**config.mk**
```make
export PLATFORM = sky130hd
export DESIGN_NAME = dmareg_top
export DESIGN_NICKNAME = d
export VERILOG_FILES = /design/src/rtl/dmareg_pkg.sv /design/src/rtl/dmareg_chan.sv /design/src/rtl/dmareg_mode.sv /design/src/rtl/dmareg_host.sv /design/src/rtl/dmareg_top.sv
export SDC_FILE = /design/constraint.sdc
export NUM_CORES = 1
export LEC_CHECK = 0
export BUFFER_PORTS_ARGS = -buffer_cell sky130_fd_sc_hd__buf_2
export CAP_MARGIN = 5
export CORE_AREA = 2 2 108 110
export CTS_CLUSTER_SIZE = 10
export DETAILED_ROUTE_END_ITERATION = 8
export DIE_AREA = 0 0 110 112
export HOLD_SLACK_MARGIN = 0.12
export PLACE_DENSITY = 0.85
export REMOVE_ABC_BUFFERS = 1
export SLEW_MARGIN = 20
export SYNTH_ARGS = -nofsm -noshare
export SYNTH_HDL_FRONTEND = slang
export SYNTH_HIERARCHICAL = 1
export SYNTH_SLANG_ARGS = --single-unit
```
**constraint.sdc**
```tcl
create_clock -name clk -period 3.6 [get_ports clk]
set_input_delay 0.9 -clock clk [delete_from_list [all_inputs] [get_ports clk]]
set_output_delay 0.9 -clock clk [all_outputs]
set_load 0.05 [all_outputs]
```
**src/rtl/dmareg_pkg.sv**
```systemverilog
package dmareg_pkg;

    localparam int NCH      = 2;
    localparam int DW       = 32;
    localparam int NB       = DW / 8;
    localparam int WIDX_W   = 2;

    localparam int LANE_CMD  = 0;
    localparam int LANE_MODE = 1;
    localparam int LANE_STAT = 2;
    localparam int LANE_TIM  = 3;

    localparam int CMD_RUN  = 0;
    localparam int CMD_DIR  = 3;

    localparam int MODE_PEND_LO = 2;
    localparam int MODE_BLK_LO  = 4;

    typedef enum logic [0:0] {
        HOST_IDLE = 1'b0,
        HOST_RESP = 1'b1
    } host_state_t;

    typedef enum logic [0:0] {
        RUN_IDLE   = 1'b0,
        RUN_ACTIVE = 1'b1
    } run_state_t;

endpackage

```
**src/rtl/dmareg_chan.sv**
```systemverilog
module dmareg_chan
    import dmareg_pkg::*;
(
    input  logic          clk,
    input  logic          rst_n,
    input  logic          ctrl_we,
    input  logic          desc_we,
    input  logic [NB-1:0] be,
    input  logic [DW-1:0] wdata,
    input  logic          eng_active,
    input  logic          eng_err,
    input  logic          eng_intr,
    output logic [7:0]    cmd_byte,
    output logic [7:0]    stat_byte,
    output logic [7:0]    tim_byte,
    output logic [DW-1:0] desc_q,
    output logic          start_pulse,
    output logic          stop_pulse,
    output logic          dir
);

    logic [7:0] cmd_wb;
    logic [7:0] stat_wb;
    logic [7:0] tim_wb;
    logic       cmd_we;
    logic       stat_we;
    logic       tim_we;

    assign cmd_wb  = wdata[8*LANE_CMD  +: 8];
    assign stat_wb = wdata[8*LANE_STAT +: 8];
    assign tim_wb  = wdata[8*LANE_TIM  +: 8];
    assign cmd_we  = ctrl_we && be[LANE_CMD];
    assign stat_we = ctrl_we && be[LANE_STAT];
    assign tim_we  = ctrl_we && be[LANE_TIM];

    // run state machine
    run_state_t run_q;
    run_state_t run_d;

    always_comb begin
        run_d = run_q;
        unique case (run_q)
            RUN_IDLE: begin
                if (cmd_we && cmd_wb[CMD_RUN]) begin
                    run_d = RUN_ACTIVE;
                end
            end
            RUN_ACTIVE: begin
                if (cmd_we && !cmd_wb[CMD_RUN]) begin
                    run_d = RUN_IDLE;
                end
            end
        endcase
    end

    always_ff @(posedge clk) begin
        if (!rst_n) begin
            run_q <= RUN_IDLE;
        end else begin
            run_q <= run_d;
        end
    end

    // outputs of the run machine
    always_ff @(posedge clk) begin
        if (!rst_n) begin
            start_pulse <= 1'b0;
            stop_pulse  <= 1'b0;
            dir         <= 1'b0;
        end else begin
            start_pulse <= (run_q == RUN_IDLE)   && (run_d == RUN_ACTIVE);
            stop_pulse  <= (run_q == RUN_ACTIVE) && (run_d == RUN_IDLE);
            if (cmd_we) begin
                dir <= cmd_wb[CMD_DIR];
            end
        end
    end

    assign cmd_byte = {4'b0000, dir, 2'b00, (run_q == RUN_ACTIVE)};

    // status: bits 6:5 plain, bits 2:1 sticky flags, bit 0 live
    logic [1:0] s65_q;
    logic [1:0] flg_q;
    logic [1:0] flg_d;

    always_comb begin
        flg_d = flg_q;
        if (stat_we) begin
            flg_d = flg_q & ~stat_wb[2:1];
        end
        flg_d = flg_d | {eng_intr, eng_err};
    end

    always_ff @(posedge clk) begin
        if (!rst_n) begin
            s65_q <= 2'b00;
            flg_q <= 2'b00;
        end else begin
            flg_q <= flg_d;
            if (stat_we) begin
                s65_q <= stat_wb[6:5];
            end
        end
    end

    assign stat_byte = {1'b0, s65_q, 2'b00, flg_q, eng_active};

    // timing byte
    always_ff @(posedge clk) begin
        if (!rst_n) begin
            tim_byte <= 8'h00;
        end else if (tim_we) begin
            tim_byte <= tim_wb;
        end
    end

    // descriptor base, one register per byte lane
    for (genvar k = 0; k < NB; k++) begin : g_desc_lane
        localparam logic [7:0] KEEP = (k == 0) ? 8'hFC : 8'hFF;
        always_ff @(posedge clk) begin
            if (!rst_n) begin
                desc_q[8*k +: 8] <= 8'h00;
            end else if (desc_we && be[k]) begin
                desc_q[8*k +: 8] <= wdata[8*k +: 8] & KEEP;
            end
        end
    end


    start_single_chk: assert property (@(posedge clk) disable iff (!rst_n)
        start_pulse |=> !start_pulse);


    stat_clear_chk: assert property (@(posedge clk) disable iff (!rst_n)
        (stat_we && stat_wb[1] && !eng_err) |=> !stat_byte[1]);

endmodule

```
**src/rtl/dmareg_mode.sv**
```systemverilog
module dmareg_mode
    import dmareg_pkg::*;
(
    input  logic           clk,
    input  logic           rst_n,
    input  logic           mode_we,
    input  logic [NCH-1:0] blk_wdata,
    input  logic [NCH-1:0] irq_in,
    output logic [7:0]     mode_byte,
    output logic           irq_out
);

    logic [NCH-1:0] blk_q;
    logic [NCH-1:0] pend_q;

    always_ff @(posedge clk) begin
        if (!rst_n) begin
            blk_q  <= '0;
            pend_q <= '0;
        end else begin
            pend_q <= irq_in;
            if (mode_we) begin
                blk_q <= blk_wdata;
            end
        end
    end

    always_comb begin
        mode_byte = 8'h00;
        mode_byte[MODE_PEND_LO +: NCH] = pend_q;
        mode_byte[MODE_BLK_LO  +: NCH] = blk_q;
    end

    assign irq_out = |(pend_q & ~blk_q);


    blk_hold_chk: assert property (@(posedge clk) disable iff (!rst_n)
        !mode_we |=> $stable(blk_q));


    irq_quiet_chk: assert property (@(posedge clk) disable iff (!rst_n)
        ($past(irq_in) == '0) |-> !irq_out);

endmodule

```
**src/rtl/dmareg_host.sv**
```systemverilog
module dmareg_host
    import dmareg_pkg::*;
(
    input  logic          clk,
    input  logic          rst_n,
    input  logic          rd,
    input  logic [DW-1:0] read_word,
    output logic [DW-1:0] rdata,
    output logic          rvalid
);

    host_state_t st_q;
    host_state_t st_d;

    always_comb begin
        st_d = st_q;
        unique case (st_q)
            HOST_IDLE: st_d = rd ? HOST_RESP : HOST_IDLE;
            HOST_RESP: st_d = rd ? HOST_RESP : HOST_IDLE;
        endcase
    end

    always_ff @(posedge clk) begin
        if (!rst_n) begin
            st_q <= HOST_IDLE;
        end else begin
            st_q <= st_d;
        end
    end

    always_ff @(posedge clk) begin
        if (!rst_n) begin
            rdata <= '0;
        end else if (rd) begin
            rdata <= read_word;
        end
    end

    assign rvalid = (st_q == HOST_RESP);


    rvalid_follow_chk: assert property (@(posedge clk) disable iff (!rst_n)
        rvalid |-> $past(rd));

endmodule

```
**src/rtl/dmareg_top.sv**
```systemverilog
module dmareg_top
    import dmareg_pkg::*;
(
    input  logic              clk,
    input  logic              rst_n,
    input  logic [WIDX_W-1:0] host_widx,
    input  logic [DW-1:0]     host_wdata,
    input  logic [NB-1:0]     host_be,
    input  logic              host_wr,
    input  logic              host_rd,
    output logic [DW-1:0]     host_rdata,
    output logic              host_rvalid,
    input  logic [NCH-1:0]    irq_in,
    input  logic [NCH-1:0]    eng_active,
    input  logic [NCH-1:0]    eng_err,
    input  logic [NCH-1:0]    eng_intr,
    output logic              irq_out,
    output logic [NCH-1:0]    start_pulse,
    output logic [NCH-1:0]    stop_pulse,
    output logic [NCH-1:0]    dir_out,
    output logic [NCH*8-1:0]  timing_out,
    output logic [NCH*DW-1:0] desc_base
);

    logic           sel_ch;
    logic           sel_desc;
    logic [7:0]     mode_byte;
    logic           mode_we;
    logic [7:0]     cmd_b  [NCH];
    logic [7:0]     stat_b [NCH];
    logic [7:0]     tim_b  [NCH];
    logic [DW-1:0]  desc_w [NCH];
    logic [DW-1:0]  read_word;

    assign sel_ch   = host_widx[1];
    assign sel_desc = host_widx[0];
    assign mode_we  = host_wr && !sel_desc && host_be[LANE_MODE];

    for (genvar c = 0; c < NCH; c++) begin : g_chan
        dmareg_chan u_chan (
            .clk         (clk),
            .rst_n       (rst_n),
            .ctrl_we     (host_wr && !sel_desc && (sel_ch == c[0])),
            .desc_we     (host_wr &&  sel_desc && (sel_ch == c[0])),
            .be          (host_be),
            .wdata       (host_wdata),
            .eng_active  (eng_active[c]),
            .eng_err     (eng_err[c]),
            .eng_intr    (eng_intr[c]),
            .cmd_byte    (cmd_b[c]),
            .stat_byte   (stat_b[c]),
            .tim_byte    (tim_b[c]),
            .desc_q      (desc_w[c]),
            .start_pulse (start_pulse[c]),
            .stop_pulse  (stop_pulse[c]),
            .dir         (dir_out[c])
        );
        assign timing_out[8*c +: 8]  = tim_b[c];
        assign desc_base[DW*c +: DW] = desc_w[c];
    end

    dmareg_mode u_mode (
        .clk       (clk),
        .rst_n     (rst_n),
        .mode_we   (mode_we),
        .blk_wdata (host_wdata[8*LANE_MODE + MODE_BLK_LO +: NCH]),
        .irq_in    (irq_in),
        .mode_byte (mode_byte),
        .irq_out   (irq_out)
    );

    always_comb begin
        if (sel_desc) begin
            read_word = desc_w[sel_ch];
        end else begin
            read_word = '0;
            read_word[8*LANE_CMD  +: 8] = cmd_b[sel_ch];
            read_word[8*LANE_MODE +: 8] = mode_byte;
            read_word[8*LANE_STAT +: 8] = stat_b[sel_ch];
            read_word[8*LANE_TIM  +: 8] = tim_b[sel_ch];
        end
    end

    dmareg_host u_host (
        .clk       (clk),
        .rst_n     (rst_n),
        .rd        (host_rd),
        .read_word (read_word),
        .rdata     (host_rdata),
        .rvalid    (host_rvalid)
    );


    desc_align_chk: assert property (@(posedge clk) disable iff (!rst_n)
        (host_rvalid && $past(host_widx[0])) |-> (host_rdata[1:0] == 2'b00));


    strobe_excl_chk: assert property (@(posedge clk) disable iff (!rst_n)
        (start_pulse & stop_pulse) == '0);

endmodule

```
==> run metrics <==
crit end category=flip-flop; largest net degree at the start of global routing=98; Critical Path Start Type=primary input; Worst Tran Pin Value=between 1 and 1.5 ns; Hold WC Path Type=reg -> reg; Hold Buf Count CTS=0; vias in the first global route=4903; clk_lat worst skew=0.42 ns; H-tree depth=4; clock root buffer=clkbuf_16; io pins=170; worst path bufs/invs=3; First DRT Iteration DRCs=284; post-layout instance count excluding filler cells=approximately 910; initial antenna violation count=0; antenna cells=0; slowest CP cell=and2_0; cell row count=39; ys async rst share=0; Max Root-Sink Buffers=2; Setup TNS Final=0 ns; max_cap viols=0; Post-CTS Setup Inserts=0; GRT Overall Usage=0.256; Main synth FF type=dfxtp_1; count of final max-slew check failures=0; crit-path max FO=42; post-route design area=about 7200 um2; Post-CTS Resized=0; total gr overflow=0; core area=between 10000 and 15000 um2; CTS tree=done; most common cell in the netlist=dfxtp_1; status=completed; Final Cycle Share=0.656; synth unique cells=30; CP top delay family=buffers and inverters; Syn. warnings=6; Port Buf Inserts=about 160; Die Height=about 110 um; post-layout util=0.645; Final Power=3.49 mW; DRC violations left=0; Starting Density=0.561; cells after synthesis=640; dpl cell area=6670 um2; Slew headroom=0.284; critical path arrival=between 2 and 3 ns; number of vias in the routed layout=about 5200; Reg clk slew, reported paths=0.05 ns; Cell Area, Synth=between 6000 and 7000 um2; final wirelength=around 15 mm; Lkg Pwr=3.19 nW; DRT Pass-1 Iters=5; Die W=approximately 110 um; first-pass GRT wire length=around 25 mm; critical path, cell by cell=buf_2, buf_4, and3_1, buf_4, and2_0, o21ai_1; maximum vdd drop=0.326 mV; clock sink count=129; share of cells above drive strength 1=0.316; die area=12300 um2; P per Cell Area=slightly below 500 nW/um2; Max stage delay on crit path=roughly 0.5 ns; total CTS buffers=17; final setup vio count=0; Seq/Total Area, Yosys=0.412; Post-DP HPWL=between 10 and 15 mm; synth top area cells=dfxtp_1, nand4_1, mux2i_1; Yosys top cell area share=0.412; Final Hold Viols=0; final worst path period need=2.36 ns; dpl cells=a little under 900; Crit Path Category=in -> reg; Fmax achieved=between 0.4 and 0.5 GHz; Final Skew=approximately 0.007 ns; Area growth syn-to-layout=15.0%; Mean Syn Cell Area=slightly below 10 um2; CP required=slightly below 4 ns; Yosys top cell by area=dfxtp_1; Commonest cells post-synth=dfxtp_1, nand2_1, nand4_1; Final GP Congestion=~0.8; DR WL/cell=between 15 and 20 um; Via density=roughly 5.7; Crit path top cell by count=buf_4; Nets=just over 800; flip-flop and latch count after synthesis=approximately 130; Post-synth EDFFs=0; RSZ-0062 raised after global routing=false; Post-DRT Antenna Nets=0
metal layers:
layer	wire [um]	global-route usage	up-vias
li1	-	-	2465
met1	6290	0.315	2521
met2	7660	0.411	214
met3	1040	0.0691	39
met4	369	0.121	0
met5	0	0	-
worst reg2reg max path: stages (launching register included):
cell	delay, ns
dfxtp_1	0.33
mux4_2	0.48
mux2i_1	0.19
nor2b_1	0.09
cells in the final DEF (no fill, tap or decap), drive strengths merged:
cell and n:
nand3 2, bufinv 1, conb 26, buf 174, clkinv 6, nor2b 34
mux4 24, nor3b 5, and3b 2, nand2 85, nand4 84, nor2 9
a21oi 8, dfxtp 129, and3 1, o22ai 1, clkbuf 23, and2 17
mux2i 42, a31oi 4, o21ai 88, inv 6
worst paths after layout:
check             slack, ns                   startpoint  depth (start not counted)                           to
setup reg to reg       2.39  g_chan[1].u_chan/desc_q[21]                          3             u_host/rdata[21]
hold / removal         0.45    g_chan[0].u_chan/s65_q[0]                          2    g_chan[0].u_chan/s65_q[0]
hold reg to reg        0.45    g_chan[0].u_chan/s65_q[0]                          2    g_chan[0].u_chan/s65_q[0]
setup / recovery       1.24                 host_widx[0]                          6  g_chan[1].u_chan/desc_q[12]
final cells by class:
type                    instances  area, um2
inverters                       6       22.5
clock inverters                 7       60.1
repair buffers                174        915
well taps                     143        179
flip-flops and latches        129       2580
clock buffers                  23        478
multi-input cells             432       2980
fillers                       894       3960
logic make-up after synthesis:
family / count (synthesis) / synth area share
AOI/OAI and AO/OA: 101 / 0.0924
and+or+nand+nor: 239 / 0.207
other: 3 / 0.00180
muxes: 66 / 0.157
buffers and inverters: 102 / 0.130
DFF: 129 / 0.412
power by group:
group	leakage, nW	switching [mW]	internal, mW
Clock	0.272	0.587	0.987
Sequential	1.05	0.0253	1.47
Combinational	1.87	0.299	0.125
flip-flops by register name, indices dropped and copies added, names as in the netlist:
register / cells
g_chan.u_chan/stop_pulse: 2
g_chan.u_chan/s65_q: 4
u_mode/blk_q: 2
g_chan.u_chan/start_pulse: 2
g_chan.u_chan/tim_byte: 16
u_host/rvalid: 1
g_chan.u_chan/run_q: 2
u_mode/pend_q: 2
g_chan.u_chan/dir: 2
g_chan.u_chan/flg_q: 4
u_host/rdata: 32
g_chan.u_chan/desc_q: 60
stage by stage:
stage	hold slack, ns	setup slack [ns]
4_1_cts	0.454	1.26
3_3_place_gp	0.434	0.904
3_5_place_dp	0.447	0.817
6_report	0.453	1.24
2_1_floorplan	0.425	0.948
5_1_grt	0.480	1.11
(Power assumes the default switching activity.)
